===== src/rtl/dxg_pkg.sv =====
package dxg_pkg;
    typedef enum logic [1:0] {
        CYC_IDLE    = 2'd0,
        CYC_NORMAL  = 2'd1,
        CYC_REFRESH = 2'd2
    } cyc_kind_e;
endpackage


===== src/rtl/dxg_strobe_decode.sv =====
module dxg_strobe_decode #(
    parameter int N_ROWS = 4,
    localparam int SEL_W = $clog2(N_ROWS)
) (
    input  logic              strobe_n_i,
    input  logic [SEL_W-1:0]  sel_i,
    output logic [N_ROWS-1:0] row_n_o
);
    // Only the addressed row sees the shared strobe; the rest idle high.
    for (genvar i = 0; i < N_ROWS; i++) begin : g_row
        always_comb begin
            row_n_o[i] = (sel_i == SEL_W'(i)) ? strobe_n_i : 1'b1;
        end
    end
endmodule


===== src/rtl/dxg_cycle_classifier.sv =====
module dxg_cycle_classifier
    import dxg_pkg::*;
(
    input  logic      clk_i,
    input  logic      rst_ni,
    input  logic      ras_n_i,
    input  logic      cas_n_i,
    output cyc_kind_e kind_o
);
    logic held_d, held_q;

    // Sampled emulation of a transparent latch: the column strobe high opens it.
    always_comb begin
        held_d = cas_n_i ? ras_n_i : held_q;
        if (ras_n_i && cas_n_i)
            kind_o = CYC_IDLE;
        else if (!cas_n_i && held_d)
            kind_o = CYC_REFRESH;
        else
            kind_o = CYC_NORMAL;
    end

    always_ff @(posedge clk_i or negedge rst_ni) begin
        if (!rst_ni) held_q <= 1'b1;
        else         held_q <= held_d;
    end

    // Once a refresh is seen it persists until the column strobe rises.
    assert_refresh_persists_R4: assert property (@(posedge clk_i) disable iff (!rst_ni)
        (kind_o == CYC_REFRESH) |=> (cas_n_i || kind_o == CYC_REFRESH));
    // A normal cycle never turns into a refresh while the column strobe stays low.
    assert_normal_persists_R5: assert property (@(posedge clk_i) disable iff (!rst_ni)
        (kind_o == CYC_NORMAL && !cas_n_i) |=> (cas_n_i || kind_o != CYC_REFRESH));
endmodule


===== src/rtl/dram_xp_glue.sv =====
module dram_xp_glue
    import dxg_pkg::*;
#(
    parameter int N_ROWS = 4,
    localparam int SEL_W = $clog2(N_ROWS)
) (
    input  logic              clk_i,
    input  logic              rst_ni,
    input  logic              host_ras_n_i,
    input  logic              host_cas_n_i,
    input  logic [SEL_W-1:0]  row_sel_i,
    input  logic              host_rw_i,
    input  logic              host_rdsel_i,
    output logic [N_ROWS-1:0] ras_n_o,
    output logic [N_ROWS-1:0] cas_n_o,
    output logic              we_n_o,
    output logic              oe_n_o,
    output logic              msize_o
);
    typedef struct packed {
        logic [N_ROWS-1:0] ras_n;
        logic [N_ROWS-1:0] cas_n;
        logic              we_n;
        logic              oe_n;
    } out_t;

    localparam out_t OUT_RST = '{ras_n: '1, cas_n: '1, we_n: 1'b1, oe_n: 1'b1};

    logic [N_ROWS-1:0] ras_dec, cas_dec;
    cyc_kind_e         kind;
    out_t              out_d, out_q;

    dxg_strobe_decode #(.N_ROWS(N_ROWS)) u_ras_dec (
        .strobe_n_i(host_ras_n_i), .sel_i(row_sel_i), .row_n_o(ras_dec));
    dxg_strobe_decode #(.N_ROWS(N_ROWS)) u_cas_dec (
        .strobe_n_i(host_cas_n_i), .sel_i(row_sel_i), .row_n_o(cas_dec));
    dxg_cycle_classifier u_cls (
        .clk_i(clk_i), .rst_ni(rst_ni),
        .ras_n_i(host_ras_n_i), .cas_n_i(host_cas_n_i), .kind_o(kind));

    always_comb begin
        out_d       = out_q;
        out_d.ras_n = ras_dec;
        out_d.cas_n = cas_dec;
        out_d.oe_n  = ~host_rdsel_i;
        unique case (kind)
            CYC_NORMAL: out_d.we_n = host_rw_i;
            default:    out_d.we_n = 1'b1;
        endcase
    end

    always_ff @(posedge clk_i or negedge rst_ni) begin
        if (!rst_ni) out_q <= OUT_RST;
        else         out_q <= out_d;
    end

    assign ras_n_o = out_q.ras_n;
    assign cas_n_o = out_q.cas_n;
    assign we_n_o  = out_q.we_n;
    assign oe_n_o  = out_q.oe_n;
    assign msize_o = 1'b0;

    assert_one_ras_R2: assert property (@(posedge clk_i) disable iff (!rst_ni)
        $onehot0(~ras_n_o));
    assert_one_cas_R3: assert property (@(posedge clk_i) disable iff (!rst_ni)
        $onehot0(~cas_n_o));
    // A RAS output falling while a CAS output was already low is a refresh.
    assert_we_high_refresh_R4: assert property (@(posedge clk_i) disable iff (!rst_ni)
        ((|($past(ras_n_o) & ~ras_n_o)) && !(&$past(cas_n_o))) |-> we_n_o);
    assert_idle_we_R6: assert property (@(posedge clk_i) disable iff (!rst_ni)
        (host_ras_n_i && host_cas_n_i) |=> we_n_o);
    assert_oe_inv_R7: assert property (@(posedge clk_i) disable iff (!rst_ni)
        host_rdsel_i |=> !oe_n_o);
endmodule


===== config.mk =====
export PLATFORM = sky130hd
export DESIGN_NAME = dram_xp_glue
export DESIGN_NICKNAME = d
export VERILOG_FILES = /design/src/rtl/dxg_pkg.sv /design/src/rtl/dxg_strobe_decode.sv /design/src/rtl/dxg_cycle_classifier.sv /design/src/rtl/dram_xp_glue.sv
export SDC_FILE = /design/constraint.sdc
export NUM_CORES = 1
export LEC_CHECK = 0
export ABC_AREA = 1
export BUFFER_PORTS_ARGS = -buffer_cell sky130_fd_sc_hd__buf_2
export CELL_PAD_IN_SITES_DETAIL_PLACEMENT = 1
export CELL_PAD_IN_SITES_GLOBAL_PLACEMENT = 2
export CORE_MARGIN = 2
export CORE_UTILIZATION = 24
export DETAILED_ROUTE_END_ITERATION = 10
export GPL_TIMING_DRIVEN = 0
export MAX_ROUTING_LAYER = met4
export PLACE_DENSITY = 0.71
export SYNTH_ARGS = -nofsm -noshare
export SYNTH_HDL_FRONTEND = slang
export SYNTH_SLANG_ARGS = --single-unit
export TNS_END_PERCENT = 5

===== constraint.sdc =====
create_clock -name clk_i -period 1 [get_ports clk_i]
set_clock_uncertainty 0.2 [all_clocks]
set_input_delay 0.2 -clock clk_i [delete_from_list [all_inputs] [get_ports clk_i]]
set_output_delay 0.2 -clock clk_i [all_outputs]
set_load 0.01 [all_outputs]

==> flow_summary.json, run 1 <==
{
  "h-tree-depth": 1,
  "ios": 19,
  "period_needed_ns": 1.28,
  "grt_max_degree": 12,
  "yosysTopAreaCellShare_pct": 76.2,
  "power.density_nw_per_um2": 1490,
  "stdcell_count": 71,
  "gp_congestion": 0.631,
  "finalCritPeriodShare_pct": 128,
  "violations": "negative hold slack, negative setup slack",
  "start_kind": "register",
  "cts_hold_buf": 3,
  "setup_viol": 10,
  "num_vias": 298,
  "first_global_vias": 305,
  "grt_overflow_total": 0,
  "synth_area_sq_um": 379,
  "drt-pass1-iter-count": 4,
  "ys_top_cells_by_area": "dfstp_2 (76%), nand3_1 (12%), inv_1 (4.0%)",
  "vdd_drop_max_mv": 0.542,
  "nets": 64,
  "clkTransAtPathRegs_ns": 0.07,
  "route.detailed.drc": 0,
  "synth_most_common_cell": "dfstp_2",
  "end_kind": "output port",
  "cp_data_required_time_ns": 0.60,
  "root_buffer": "clkbuf_4",
  "antenna_found_initial": 0,
  "ys_seq_elements": 11,
  "io_buffers": 17,
  "hp-class": "input port to register",
  "arrival_ns": 0.88,
  "fmax_mhz": 779,
  "diodes": 0,
  "clockBufferDepth": 2,
  "maxCapViolCount": 0,
  "ys_seq_area_share_pct": 76.2,
  "cts.sink_count": 11,
  "synth_commonest_cells": "dfstp_2 (11), nand3_1 (9), inv_1 (4), nand2_1 (3), inv_2 (2)",
  "rsz0062_at_grt": "yes",
  "hold_violations": 8,
  "cts-buffers-inserted": 3,
  "dp_hpwl_um": 529,
  "drive_gt1_share_pct": 61.8,
  "die_x_um": 43.7,
  "synth_edf_count": 0,
  "placementRows": 14,
  "slew_violations": 0,
  "multi_input_area_sq_um": 60.1,
  "vias_per_cell": 4.20,
  "seq_area_sq_um": 289,
  "grt_pass1_wl_um": 1280,
  "wl_per_cell_um": 9.66,
  "path_buf_inv": 1,
  "nFillCells": 168,
  "setup_ws_ns": -0.283,
  "cts_tree": "done",
  "critPathMaxFanout": 1,
  "path_cells": "buf_6",
  "die-area_sq_um": 1910,
  "crit_family": "flip-flops",
  "total_leakage_power_uw": 0.000288,
  "ant_nets": 0,
  "slowest_delay_ns": 0.53,
  "ys.flop_type": "dfstp_2",
  "syn_nets": 39,
  "status": "finished with violations",
  "crit_slowest_cell": "dfstp_2",
  "die_h_um": 43.7,
  "synthCells": 31,
  "total_power_uw": 896,
  "ys_types": 7,
  "critPathKind": "register to output port",
  "clk_latency_ns": 0.26,
  "ys.warnings.count": 0,
  "core_area_sq_um": 1490,
  "hold_ws_ns": -0.0419,
  "grt_use_total_pct": 9.86,
  "placed_cells_incl_taps": 64,
  "routed_wirelength_um": 686,
  "place_area_sq_um": 484,
  "avgSynthCellArea_sq_um": 12.2,
  "start_util_pct": 25.5,
  "postCtsSetupBuffers": 0,
  "async_reset_ff_share_pct": 100,
  "synth_top_area_cell": "dfstp_2",
  "drtIter0Drc": 1,
  "syn_to_final_growth_pct": 59.1,
  "design_area_sq_um": 603
}
-- area by class of cell --
type                       count  share of cell area (%)
clock buffer                   4                    4.36
timing repair buffer          20                    29.5
tap                           16                    3.32
buffer                         1                    1.24
inverter                       6                    3.73
sequential                    11                    47.9
multi-input combinational     13                    9.96
-- worst paths after layout --
path | startpoint | end | slack, ns | cells after the start
max | cas_n_o[3] | cas_n_o[3] | -0.28 | 1
min | host_cas_n_i | u_cls.held_q | -0.04 | 3
max reg2reg | u_cls.held_q | we_n_o | 0.10 | 2
min reg2reg | u_cls.held_q | u_cls.held_q | 0.28 | 2
max in group asynchronous | rst_ni | oe_n_o | 0.21 | 2
min in group asynchronous | rst_ni | cas_n_o[2] | 0.36 | 2
-- cells in the final DEF (no fill, tap or decap) --
cell type,n
dfstp_2,11
buf_6,10
nand3_1,9
buf_2,7
inv_1,4
nand2_1,3
clkbuf_4,3
dlygate4sd3_1,3
inv_2,2
buf_4,1
conb_1,1
clkbuf_1,1
-- what timing repair did --
item	in CTS	in global routing
endpoints found under the setup margin	10	10
endpoints found under the hold margin	20	5
gates cloned	0	0
resized for setup	10	0
-- cells by family (layout without fill, tap and decap cells) --
kind of cell  Yosys count  count (layout)  synth area share [%]
buf+inv                 7              31                  7.92
simple gates           12              12                  14.9
flops                  11              11                  76.2
other cells             1               1                 0.989
-- sequential cells by signal, summed over array words and instances, names as in the netlist --
| signal | cells |
|---|---|
| cas_n_o | 4 |
| oe_n_o | 1 |
| ras_n_o | 4 |
| u_cls.held_q | 1 |
| we_n_o | 1 |
-- metrics by stage --
stage | setup TNS, ns | worst slack, ns | utilization [%]
after global placement | -0.0559 | -0.0119 | 32.5
after global routing | -3.06 | -0.311 | 40.5
after CTS | -2.91 | -0.302 | 40.5
final | -2.76 | -0.283 | 40.5
after detailed placement | -0.0707 | -0.0163 | 32.5
after floorplan | 0 | 0.0804 | -
-- layer usage --
metal | vias up | share of wire [%] | global-route usage, % | routed length (um)
li1 | 143 | - | - | -
met2 | 17 | 51 | 15.0 | 348
met3 | 2 | 8.3 | 3.75 | 57
met1 | 136 | 40 | 11.0 | 273
met5 | - | 0 | - | 0
met4 | 0 | 1.0 | 5.45 | 7
-- power by group --
| group | total [uW] | leakage [uW] | switching (uW) | internal, uW |
|---|---|---|---|---|
| sequential | 491 | 0.000116 | 8.35 | 483 |
| clock | 293 | 0.0000150 | 139 | 154 |
| combinational | 112 | 0.000158 | 52.4 | 60.0 |
| total | 896 | 0.000288 | 200 | 696 |
No activity file was read; power rests on OpenSTA's default activity.
==> inputs of run 2 (changes only) <==
RECOVER_POWER = 25   (was not set)
==> flow_summary.json, run 2 (synthesis gave the netlist of run 1 again) <==
{
  "status": "finished with violations",
  "violations": "negative hold slack, negative setup slack",
  "final_cell_mix": "dfstp_2 (11), buf_6 (10), nand3_1 (9)",
  "final_common_cell": "dfstp_2",
  "core_area_sq_um": 1490,
  "clkTransAtPathRegs_ns": 0.07,
  "antenna_found_initial": 0,
  "rsz0062_at_grt": "yes",
  "place_area_sq_um": 484,
  "clk_latency_ns": 0.26,
  "power.density_nw_per_um2": 1490,
  "wl_per_cell_um": 9.69,
  "gp_congestion": 0.631,
  "drtIter0Drc": 1,
  "ant_nets": 0,
  "root_buffer": "clkbuf_4",
  "total_leakage_power_uw": 0.000286,
  "postCtsSetupBuffers": 0,
  "cts_hold_buf": 3,
  "arrival_ns": 0.88,
  "io_buffers": 17,
  "hp-class": "input port to register",
  "fmax_mhz": 779,
  "grt_pass1_wl_um": 1280,
  "grt_overflow_total": 0,
  "maxCapViolCount": 0,
  "end_kind": "output port",
  "cts-buffers-inserted": 3,
  "critPathMaxFanout": 1,
  "drive_gt1_share_pct": 60.0,
  "stdcell_count": 71,
  "cts_tree": "done",
  "path_buf_inv": 1,
  "dp_hpwl_um": 529,
  "cts.sink_count": 11,
  "use_met2_pct": 15.0,
  "route.detailed.drc": 0,
  "num_vias": 298,
  "die_h_um": 43.7,
  "design_area_sq_um": 602,
  "hold_violations": 8,
  "cp_data_required_time_ns": 0.60,
  "slowest_delay_ns": 0.53,
  "ios": 19,
  "start_kind": "register",
  "clockBufferDepth": 2,
  "met1_usage_pct": 11.0,
  "finalCritPeriodShare_pct": 128,
  "path_cells": "buf_6",
  "placed_cells_incl_taps": 64,
  "crit_slowest_cell": "dfstp_2",
  "drt-pass1-iter-count": 4,
  "top_usage_layer": "met2",
  "syn_to_final_growth_pct": 58.7,
  "placementRows": 14,
  "grtUsageMet3_pct": 3.75,
  "diodes": 0,
  "hold_ws_ns": -0.0458,
  "die-area_sq_um": 1910,
  "critPathKind": "register to output port",
  "grt_max_degree": 12,
  "setup_viol": 10,
  "first_global_vias": 305,
  "vdd_drop_max_mv": 0.542,
  "crit_family": "flip-flops",
  "nFillCells": 169,
  "h-tree-depth": 1,
  "slew_violations": 0,
  "period_needed_ns": 1.28,
  "routed_wirelength_um": 688,
  "vias_per_cell": 4.20,
  "die_x_um": 43.7,
  "start_util_pct": 25.5,
  "total_power_uw": 896,
  "grt_use_total_pct": 9.86,
  "setup_ws_ns": -0.283,
  "nets": 64
}
-- run 2: report_power, final --
group | switching [uW] | leakage (uW) | internal, uW | total (uW)
Combinational | 52.4 | 0.000155 | 59.5 | 112
Clock | 139 | 0.0000150 | 154 | 293
Sequential | 8.35 | 0.000116 | 483 | 491
Total | 200 | 0.000286 | 696 | 896
-- run 2: area by class of cell --
class                      instances  area [sq um]  area share [%]
buffer                             1          7.51            1.25
inverter                           6          22.5            3.74
sequential                        11           289            48.0
tap                               16          20.0            3.33
timing repair buffer              20           176            29.3
multi-input combinational         13          60.1            9.98
clock buffer                       4          26.3            4.37
-- run 2: worst paths after layout --
check                              from           end  slack, ns  cells after the start
max                          cas_n_o[3]    cas_n_o[3]      -0.28                      1
min                        host_ras_n_i  u_cls.held_q      -0.05                      3
max reg2reg                u_cls.held_q        we_n_o       0.10                      2
min reg2reg                u_cls.held_q  u_cls.held_q       0.28                      2
max in group asynchronous        rst_ni        oe_n_o       0.21                      2
min in group asynchronous        rst_ni    cas_n_o[2]       0.36                      2
-- run 2: metrics by stage --
| step | hold WS (ns) | TNS [ns] | setup slack (ns) | util [%] |
|---|---|---|---|---|
| floorplan | -0.148 | 0 | 0.0804 | - |
| global placement | 0.111 | -0.0559 | -0.0119 | 32.5 |
| detailed placement | 0.113 | -0.0707 | -0.0163 | 32.5 |
| CTS | -0.0530 | -2.91 | -0.302 | 40.5 |
| global route | -0.0182 | -3.06 | -0.311 | 40.4 |
| finish | -0.0458 | -2.76 | -0.283 | 40.4 |
-- run 2: per-layer routing --
| layer | up-vias | routed length [um] |
|---|---|---|
| li1 | 143 | - |
| met1 | 136 | 274 |
| met2 | 17 | 348 |
| met3 | 2 | 58 |
| met4 | 0 | 7 |
| met5 | - | 0 |
-- run 2: repair_timing --
action / 4_1_cts / 5_1_grt
hold endpoints to repair: 20 / 5
resized for setup: 10 / 0
setup endpoints to repair: 10 / 10
==> inputs of run 3 (changes only) <==
CORE_UTILIZATION = 26   (was 24)
PLACE_DENSITY = 0.76   (was 0.71)
clock period = 1.6 ns   (was 1 ns; I/O delays follow)
==> flow_summary.json, run 3 (synthesis gave the netlist of run 1 again) <==
{
  "arrival_ns": 0.92,
  "h-tree-depth": 1,
  "cts-buffers-inserted": 3,
  "clk_latency_ns": 0.26,
  "cts_tree": "done",
  "clockBufferDepth": 2,
  "multi_input_area_sq_um": 60.1,
  "grt_pass1_wl_um": 1300,
  "die_h_um": 42.2,
  "num_vias": 289,
  "r2r_end": "we_n_o",
  "path_cells": "buf_2",
  "die_x_um": 42.2,
  "syn_to_final_growth_pct": 38.9,
  "hp-class": "input port to register",
  "ant_nets": 0,
  "min_delay_path_depth": 3,
  "core_area_sq_um": 1330,
  "postCtsSetupBuffers": 0,
  "vdd_drop_max_mv": 0.407,
  "setup_tns_ns": 0,
  "slowest_delay_ns": 0.53,
  "total_leakage_power_uw": 0.000248,
  "cp_data_required_time_ns": 1.08,
  "wl_per_cell_um": 10.4,
  "drt-pass1-iter-count": 1,
  "rrSetupSlack_ns": 0.69,
  "start_kind": "register",
  "rsz0062_at_grt": "no",
  "ios": 19,
  "route.detailed.drc": 0,
  "diodes": 0,
  "die-area_sq_um": 1780,
  "path_buf_inv": 1,
  "placementRows": 13,
  "maxCapViolCount": 0,
  "nets": 63,
  "drive_gt1_share_pct": 59.3,
  "status": "finished, final reports clean",
  "cts.sink_count": 11,
  "cp.depth": 1,
  "setup_ws_ns": 0.162,
  "finalCritPeriodShare_pct": 89.9,
  "start_util_pct": 28.4,
  "cts_hold_buf": 2,
  "first_global_vias": 302,
  "setup_viol": 0,
  "hold_violations": 0,
  "crit_family": "flip-flops",
  "crit_slowest_cell": "dfstp_2",
  "critPathLaunch": "cas_n_o[1]",
  "root_buffer": "clkbuf_4",
  "final_cell_mix": "buf_2 (15), dfstp_2 (11), nand3_1 (9)",
  "crit_path_end": "cas_n_o[1]",
  "seq_area_sq_um": 289,
  "total_power_uw": 547,
  "nFillCells": 157,
  "end_kind": "output port",
  "io_buffers": 17,
  "grt_overflow_total": 0,
  "r2r_start": "u_cls.held_q",
  "placed_cells_incl_taps": 63,
  "rr_worst_depth": 2,
  "antenna_found_initial": 0,
  "slew_violations": 0,
  "period_needed_ns": 1.44,
  "grt_max_degree": 12,
  "vias_per_cell": 4.19,
  "critPathMaxFanout": 1,
  "clkTransAtPathRegs_ns": 0.07,
  "dp_slack_ns": 0.448,
  "critPathKind": "register to output port",
  "fmax_mhz": 695,
  "final_common_cell": "buf_2",
  "drtIter0Drc": 0,
  "grt_use_total_pct": 10.4,
  "fin_util_pct": 39.5,
  "routed_wirelength_um": 716,
  "power.density_nw_per_um2": 1040,
  "stdcell_count": 69,
  "cts_resized": 0,
  "gp_congestion": 0.679
}
run 3: cell types whose count changed in the layout (fill, tap and decap cells not counted):
cell / change
dlygate4sd3_1: -1
buf_2: +9
buf_6: -10
clkbuf_1: +1
run 3: per-stage QoR:
stage                     area, sq um  hold WS (ns)
after floorplan                   379       -0.0278
after global placement            483         0.221
after detailed placement          483         0.236
after CTS                         529        0.0502
after global routing              527        0.0731
final                             527        0.0543
run 3: final cells by class:
cell class | instances | area share (%)
Inverter | 6 | 4.28
Clock buffer | 4 | 4.99
Sequential cell | 11 | 54.9
Timing Repair Buffer | 19 | 19.5
Buffer | 1 | 1.43
Multi-Input combinational cell | 13 | 11.4
Tap cell | 15 | 3.56
run 3: worst min path at each step:
stage / startpoint / endpoint / slack (ns)
after floorplan: rst_ni / cas_n_o[0] / -0.03
after global placement: rst_ni / oe_n_o / 0.22
after detailed placement: rst_ni / oe_n_o / 0.24
after CTS: host_rw_i / we_n_o / 0.05
after global routing: row_sel_i[0] / ras_n_o[1] / 0.07
final: host_rw_i / we_n_o / 0.05
run 3: metal layers:
layer	track usage, %	part of all wire [%]	vias to the layer above	wire [um]
met5	-	0	-	0
met4	9.38	1.8	0	13
met3	2.59	7.0	2	50
met2	16.3	50	14	358
met1	10.5	41	133	293
li1	-	-	140	-
run 3: power breakdown:
group / leakage (uW) / total, uW / internal (uW) / switching, uW
combinational: 0.000117 / 55.7 / 22.9 / 32.8
sequential: 0.000116 / 304 / 301 / 2.76
clock: 0.0000150 / 187 / 96.6 / 90.6
